===== config.mk =====
export PLATFORM = sky130hd
export DESIGN_NAME = pipe5_core
export DESIGN_NICKNAME = d
export VERILOG_FILES = /design/src/rtl/p5_pkg.sv /design/src/rtl/p5_ram.sv /design/src/rtl/p5_regfile.sv /design/src/rtl/p5_decode.sv /design/src/rtl/pipe5_core.sv
export SDC_FILE = /design/constraint.sdc
export NUM_CORES = 2
export LEC_CHECK = 0
export BUFFER_PORTS_ARGS = -buffer_cell sky130_fd_sc_hd__buf_2
export CORE_MARGIN = 2
export CORE_UTILIZATION = 30
export DETAILED_ROUTE_END_ITERATION = 8
export PLACE_DENSITY = 0.41
export SYNTH_ARGS = -nofsm -noshare
export SYNTH_HDL_FRONTEND = slang
export SYNTH_SLANG_ARGS = --single-unit

===== constraint.sdc =====
create_clock -name clk -period 20.8 [get_ports clk]
set_input_delay 2.08 -clock clk [delete_from_list [all_inputs] [get_ports clk]]
set_output_delay 2.08 -clock clk [all_outputs]
set_load 0.01 [all_outputs]

===== src/rtl/p5_pkg.sv =====
package p5_pkg;
  localparam int XLEN = 32;
  localparam int NREG = 8;
  localparam int RIDX = $clog2(NREG);

  localparam logic [5:0] OP_RTYPE = 6'h00;
  localparam logic [5:0] OP_LOAD  = 6'h23;
  localparam logic [5:0] OP_STORE = 6'h2B;
  localparam logic [5:0] OP_BEQ   = 6'h04;
  localparam logic [5:0] FN_ADD   = 6'h20;
  localparam logic [5:0] FN_NAND  = 6'h27;

  typedef enum logic [2:0] {K_NOP, K_ADD, K_NAND, K_LOAD, K_STORE, K_BEQ} kind_e;

  typedef struct packed {
    kind_e           kind;
    logic            reg_we;
    logic            mem_we;
    logic            mem_rd;
    logic            is_br;
    logic [RIDX-1:0] dst;
  } ctrl_t;

  typedef struct packed {
    logic [XLEN-1:0] inst;
    logic [XLEN-1:0] pc4;
  } fd_t;

  typedef struct packed {
    ctrl_t           c;
    logic [XLEN-1:0] imm;
    logic [XLEN-1:0] a;
    logic [XLEN-1:0] b;
    logic [XLEN-1:0] pc4;
  } dx_t;

  typedef struct packed {
    ctrl_t           c;
    logic [XLEN-1:0] alu;
    logic [XLEN-1:0] sdata;
    logic            taken;
    logic [XLEN-1:0] target;
  } xm_t;

  typedef struct packed {
    ctrl_t           c;
    logic [XLEN-1:0] mdata;
    logic [XLEN-1:0] alu;
  } mw_t;
endpackage


===== src/rtl/p5_ram.sv =====
module p5_ram #(
  parameter int AW = 6,
  parameter int W  = 32
) (
  input  logic          clk,
  input  logic          we,
  input  logic [AW-1:0] waddr,
  input  logic [W-1:0]  wdata,
  input  logic [AW-1:0] raddr,
  output logic [W-1:0]  rdata
);
  localparam int DEPTH = 1 << AW;
  logic [W-1:0] mem [DEPTH];

  always_ff @(posedge clk) begin
    if (we) mem[waddr] <= wdata;
  end

  assign rdata = mem[raddr];
endmodule


===== src/rtl/p5_regfile.sv =====
module p5_regfile #(
  parameter int NR = 8,
  parameter int W  = 32,
  parameter int NP = 2
) (
  input  logic                        clk,
  input  logic                        rst_n,
  input  logic                        we,
  input  logic [$clog2(NR)-1:0]       wa,
  input  logic [W-1:0]                wd,
  input  logic [NP-1:0][$clog2(NR)-1:0] ra,
  output logic [NP-1:0][W-1:0]        rd,
  output logic [NR*W-1:0]             dbg
);
  localparam int IW = $clog2(NR);
  logic [W-1:0] q     [NR];
  logic [W-1:0] q_nxt [NR];

  always_comb begin
    for (int i = 0; i < NR; i++) q_nxt[i] = q[i];
    if (we) q_nxt[wa] = wd;
  end

  always_ff @(posedge clk or negedge rst_n) begin
    if (!rst_n) begin
      for (int i = 0; i < NR; i++) q[i] <= '0;
    end else begin
      for (int i = 0; i < NR; i++) q[i] <= q_nxt[i];
    end
  end

  for (genvar g = 0; g < NP; g++) begin : g_rd
    assign rd[g] = (we && (wa == ra[g])) ? wd : q[ra[g]];
  end

  for (genvar i = 0; i < NR; i++) begin : g_dbg
    assign dbg[i*W +: W] = q[i];
  end

  // a write lands in the addressed register by the next cycle
  p_write_lands_r9: assert property (@(posedge clk) disable iff (!rst_n)
    we |=> (q[$past(wa)] == $past(wd)));

  logic [IW-1:0] unused_iw;
  assign unused_iw = '0;
endmodule


===== src/rtl/p5_decode.sv =====
module p5_decode
  import p5_pkg::*;
(
  input  logic [XLEN-1:0] inst,
  output ctrl_t           c,
  output logic [XLEN-1:0] imm,
  output logic [RIDX-1:0] rs,
  output logic [RIDX-1:0] rt
);
  logic [5:0] op, fn;
  logic [RIDX-1:0] rd;

  assign op  = inst[31:26];
  assign fn  = inst[5:0];
  assign rs  = inst[21 +: RIDX];
  assign rt  = inst[16 +: RIDX];
  assign rd  = inst[11 +: RIDX];
  assign imm = {{(XLEN-16){inst[15]}}, inst[15:0]};

  always_comb begin
    c = '0;
    unique case (op)
      OP_RTYPE: begin
        if (fn == FN_ADD) begin
          c.kind = K_ADD; c.reg_we = 1'b1; c.dst = rd;
        end else if (fn == FN_NAND) begin
          c.kind = K_NAND; c.reg_we = 1'b1; c.dst = rd;
        end
      end
      OP_LOAD:  begin c.kind = K_LOAD; c.reg_we = 1'b1; c.mem_rd = 1'b1; c.dst = rt; end
      OP_STORE: begin c.kind = K_STORE; c.mem_we = 1'b1; end
      OP_BEQ:   begin c.kind = K_BEQ; c.is_br = 1'b1; end
      default:  c = '0;
    endcase
  end

  logic unused_fields;
  assign unused_fields = ^{inst[25:21+RIDX], inst[20:16+RIDX]};
endmodule


===== src/rtl/pipe5_core.sv =====
module pipe5_core
  import p5_pkg::*;
#(
  parameter int AW = 6
) (
  input  logic                 clk,
  input  logic                 rst_n,
  input  logic                 ld_en,
  input  logic                 ld_dmem,
  input  logic [AW-1:0]        ld_addr,
  input  logic [31:0]          ld_data,
  output logic                 wb_en,
  output logic [2:0]           wb_idx,
  output logic [31:0]          wb_data,
  output logic                 br_valid,
  output logic                 br_taken,
  output logic [31:0]          br_target,
  output logic [NREG*XLEN-1:0] dbg_regs
);
  // reset release synchroniser
  logic rs1, rst_core_n;
  always_ff @(posedge clk or negedge rst_n) begin
    if (!rst_n) {rst_core_n, rs1} <= 2'b00;
    else        {rst_core_n, rs1} <= {rs1, 1'b1};
  end

  logic [XLEN-1:0] pc, pc_nxt;
  fd_t fd, fd_nxt;
  dx_t dx, dx_nxt;
  xm_t xm, xm_nxt;
  mw_t mw, mw_nxt;

  logic [XLEN-1:0] imem_q, dmem_q, dec_imm;
  ctrl_t           dec_c;
  logic [RIDX-1:0] dec_rs, dec_rt;
  logic [1:0][RIDX-1:0] rf_ra;
  logic [1:0][XLEN-1:0] rf_rd;
  logic            dmem_we;
  logic [AW-1:0]   dmem_wa;
  logic [XLEN-1:0] dmem_wd, wb_val, alu;

  p5_ram #(.AW(AW), .W(XLEN)) u_imem (
    .clk(clk), .we(ld_en && !ld_dmem), .waddr(ld_addr), .wdata(ld_data),
    .raddr(pc[AW+1:2]), .rdata(imem_q));

  // preload port wins over a store in the same cycle
  assign dmem_we = ld_en ? ld_dmem : xm.c.mem_we;
  assign dmem_wa = ld_en ? ld_addr : xm.alu[AW-1:0];
  assign dmem_wd = ld_en ? ld_data : xm.sdata;

  p5_ram #(.AW(AW), .W(XLEN)) u_dmem (
    .clk(clk), .we(dmem_we), .waddr(dmem_wa), .wdata(dmem_wd),
    .raddr(xm.alu[AW-1:0]), .rdata(dmem_q));

  p5_decode u_dec (.inst(fd.inst), .c(dec_c), .imm(dec_imm), .rs(dec_rs), .rt(dec_rt));

  assign rf_ra[0] = dec_rs;
  assign rf_ra[1] = dec_rt;
  assign wb_val   = mw.c.mem_rd ? mw.mdata : mw.alu;

  p5_regfile #(.NR(NREG), .W(XLEN), .NP(2)) u_rf (
    .clk(clk), .rst_n(rst_core_n), .we(mw.c.reg_we), .wa(mw.c.dst), .wd(wb_val),
    .ra(rf_ra), .rd(rf_rd), .dbg(dbg_regs));

  // next-state logic for all stages
  always_comb begin
    pc_nxt     = pc + 32'd4;
    fd_nxt.inst = imem_q;
    fd_nxt.pc4  = pc + 32'd4;

    dx_nxt.c   = dec_c;
    dx_nxt.imm = dec_imm;
    dx_nxt.a   = rf_rd[0];
    dx_nxt.b   = rf_rd[1];
    dx_nxt.pc4 = fd.pc4;

    unique case (dx.c.kind)
      K_ADD:           alu = dx.a + dx.b;
      K_NAND:          alu = ~(dx.a & dx.b);
      K_LOAD, K_STORE: alu = dx.a + dx.imm;
      default:         alu = '0;
    endcase
    xm_nxt.c      = dx.c;
    xm_nxt.alu    = alu;
    xm_nxt.sdata  = dx.b;
    xm_nxt.taken  = dx.c.is_br && (dx.a == dx.b);
    xm_nxt.target = dx.pc4 + {dx.imm[XLEN-3:0], 2'b00};

    mw_nxt.c     = xm.c;
    mw_nxt.mdata = dmem_q;
    mw_nxt.alu   = xm.alu;
  end

  always_ff @(posedge clk or negedge rst_core_n) begin
    if (!rst_core_n) begin pc <= '0; fd <= '0; end
    else begin pc <= pc_nxt; fd <= fd_nxt; end
  end

  always_ff @(posedge clk or negedge rst_core_n) begin
    if (!rst_core_n) dx <= '0;
    else             dx <= dx_nxt;
  end

  always_ff @(posedge clk or negedge rst_core_n) begin
    if (!rst_core_n) xm <= '0;
    else             xm <= xm_nxt;
  end

  always_ff @(posedge clk or negedge rst_core_n) begin
    if (!rst_core_n) mw <= '0;
    else             mw <= mw_nxt;
  end

  assign wb_en     = mw.c.reg_we;
  assign wb_idx    = mw.c.dst;
  assign wb_data   = wb_val;
  assign br_valid  = xm.c.is_br;
  assign br_taken  = xm.taken;
  assign br_target = xm.target;

  p_pc_zero_r1: assert property (@(posedge clk) disable iff (!rst_core_n)
    $rose(rst_core_n) |-> (pc == '0));

  p_wb_kind_r7: assert property (@(posedge clk) disable iff (!rst_core_n)
    wb_en |-> (mw.c.kind == K_ADD || mw.c.kind == K_NAND || mw.c.kind == K_LOAD));

  p_wb_follows_r8: assert property (@(posedge clk) disable iff (!rst_core_n)
    xm.c.reg_we |=> wb_en);

  p_wb_quiet_r8: assert property (@(posedge clk) disable iff (!rst_core_n)
    !xm.c.reg_we |=> !wb_en);

  p_br_align_r6: assert property (@(posedge clk) disable iff (!rst_core_n)
    br_valid |-> (br_target[1:0] == 2'b00));

  logic unused_mw;
  assign unused_mw = ^{mw.c.kind, mw.c.mem_we, mw.c.is_br};
endmodule


==> flow_summary.toml <==
[status]
status = "finished, final reports clean"

[final_layout]
utilization_pct = 34.9
multi_input_area_mm2 = 0.0427
drive_gt1_share_pct = 28.6
stdcell_area_mm2 = 0.202
finish.net_count = 9286
area_delta_synth_final_pct = 15.9
layout_commonest_cell = "edfxtp_1"
layout_common_cells = "edfxtp_1 (3840), mux4_2 (1172), dfrtp_1 (588)"
register_area_mm2 = 0.131
n_fill_cell = 54000

[floorplan]
coreArea_mm2 = 0.581
die_h_um = 767
die-area_mm2 = 0.588
io_pins = 368
start_util_pct = 30.1
placementRows = 280
dieWidth_um = 767

[pwr]
ir_drop_v = 0.0000848
power-per-cell-area_mw_per_mm2 = 91.0
p_leak_nw = 65.4

[timing]
report.final.slew_viol_count = 0
hold_viol = 0
fmax_mhz = 164
clock-skew-final_ns = 0.0980
fin_crit_ns = 6.11
maxSlewHeadroom_pct = 4.32
tightest_slew_ns = 1.43
tns_ns = 0
finalCritPeriodShare_pct = 29.4
setup_viol = 0
rsz0062_at_grt = "false"

[global_route]
grt_overflow = 0
grt_first_pass_wirelength_um = 794000
antenna_found_initial = 83
grt_pass1_vias = 90100
grt_usage_pct = 19.4
grt_max_degree = 143

[yosys]
ys_ff_latch = 4447
synth_cell_types = 67
ys_warn_count = 0
async_flop_share_pct = 13.6
synth_edf_count = 3840
ys.flop_type = "edfxtp_1"
syn_inst = 8539
syn_area_per_cell_um2 = 20.4
synth.yosys.seq_area_share_pct = 74.8
synth_area_mm2 = 0.175

[worst_setup_path]
rrSetupSlack_ns = 14.69
start_kind = "register"
cp_top_family = "buffers and inverters"
worst-path-buf-inv = 4
crit_path_end_kind = "register"
crit_type = "reg -> reg"
reg2reg_depth = 7
crit_path_max_fanout = 74
rr_endpoint = "fd[48]"
cp_slowest_cell = "dfrtp_4"
arrival_ns = 7.01
required_ns = 21.70
cp_slowest_stage_delay_ns = 0.90
cp_cell_sequence = "buf_4 > buf_4 > buf_12 > buf_4 > mux4_2 > mux4_2 > mux4_2"
r2r_start = "dx_nxt[2]"

[routing]
drt-total-wl_um = 585000
routedWlPerCell_um = 33.7
viasPerCell = 5.14
drc = 0
drt.antenna.violating_nets = 0
drt-pass1-iter-count = 6
drtIter0Drc = 9692
via_count = 89200

[worst_hold_path]
min_path_type = "reg -> reg"
hp-start = "dx[133]"
hold_end = "mw_nxt[69]"
whs_path_depth = 0

[clock_tree]
cts_hold_buf = 0
clkTransAtPathRegs_ns = 0.06
cts.repair.resized = 0
cts_tree = "done"
postCtsSetupBuffers = 0
cts-root-buf = "clkbuf_16"
cts_num_sinks = 4447
cts_made_buffers = 478
ctsHtreeMaxLevel = 5
clock_latency_ns = 1.03
clockBufferDepth = 4

[placed_design]
portBuffers = 365
dp_hpwl_um = 373000
place_area_mm2 = 0.187
routabilityCongestion = 0.806

[flow_run]
drv_cap = 0
[report_power, final]
part           total [W]  internal (W)  switching (W)
Sequential       0.00975       0.00973      0.0000190
Combinational   0.000319     0.0000445       0.000275
Clock            0.00836       0.00478        0.00358
Total             0.0184        0.0146        0.00387
[logic make-up (layout without fill, tap and decap cells)]
| group | Yosys count | in the layout | share of synthesized area (%) |
|---|---|---|---|
| AOI/OAI and AO/OA | 960 | 960 | 3.21 |
| xor gates and xnor gates | 82 | 82 | 0.411 |
| adders and majority gates | 102 | 102 | 0.740 |
| buffers and inverters | 559 | 1570 | 1.42 |
| DFF | 4447 | 4447 | 74.8 |
| muxes | 1565 | 1565 | 17.4 |
| other | 2 | 64 | 0.00430 |
| and+or+nand+nor | 822 | 822 | 2.02 |
[layer usage]
metal	vias to the layer above	GRT usage (%)	wire [um]
met5	-	0	75
met4	12	4.32	14200
met3	635	2.97	34100
met2	2943	32.4	285000
met1	49200	26.9	251000
li1	36400	-	-
[synth_stat cells (103+ instances only)]
library cell | instances | area, um2
a21oi_1 | 385 | 1930
buf_2 | 109 | 546
clkbuf_1 | 268 | 1010
dfrtp_1 | 607 | 15200
edfxtp_1 | 3840 | 115000
mux2_2 | 103 | 1160
mux2i_1 | 290 | 2900
mux4_2 | 1172 | 26400
nand2_1 | 275 | 1030
nor2_1 | 361 | 1360
o21ai_0 | 220 | 1100
o22ai_1 | 103 | 644
[worst max path at each step]
stage	from	end	slack (ns)	cells past startpoint
after detailed placement	dx_nxt[2]	fd[48]	14.58	7
after global routing	dx_nxt[2]	fd[48]	14.29	7
after floorplan	rst_core_n	br_taken	2.63	0
final	dx_nxt[2]	fd[48]	14.69	7
after CTS	dx_nxt[2]	fd[48]	14.58	7
after global placement	dx_nxt[2]	fd[47]	14.67	7
[per-stage QoR]
| stage | power, W | instances | worst slack, ns | hold slack (ns) |
|---|---|---|---|---|
| 2_1_floorplan | 0.0100 | 8540 | 2.63 | 0.331 |
| 3_5_place_dp | 0.0103 | 16400 | 14.58 | 0.335 |
| 4_1_cts | 0.0186 | 17300 | 14.58 | 0.324 |
| 3_3_place_gp | 0.0103 | 16400 | 14.67 | 0.335 |
| 6_report | 0.0184 | 17400 | 14.69 | 0.326 |
| 5_1_grt | 0.0190 | 17300 | 14.29 | 0.328 |
[layout make-up]
cell class / count / area share [%]
timing repair buffer: 619 / 1.89
tap: 7755 / 4.79
multi-input combinational: 3534 / 21.1
clock inverter: 262 / 1.13
sequential: 4447 / 64.5
antenna: 61 / 0.0754
clock buffer: 627 / 6.39
inverter: 62 / 0.115
[state kept, by name (all words and copies together) (netlist names)]
signal and cells:
u_dmem.mem 2048, u_imem.mem 1792, u_rf.dbg 256, dx 120, mw 65, mw_nxt 38
xm 32, br_target 30, dx_nxt 30, fd 28, wb_idx 3, br_taken 1
br_valid 1, rs1 1, rst_core_n 1, wb_en 1
No activity file was read; power rests on OpenSTA's default activity.
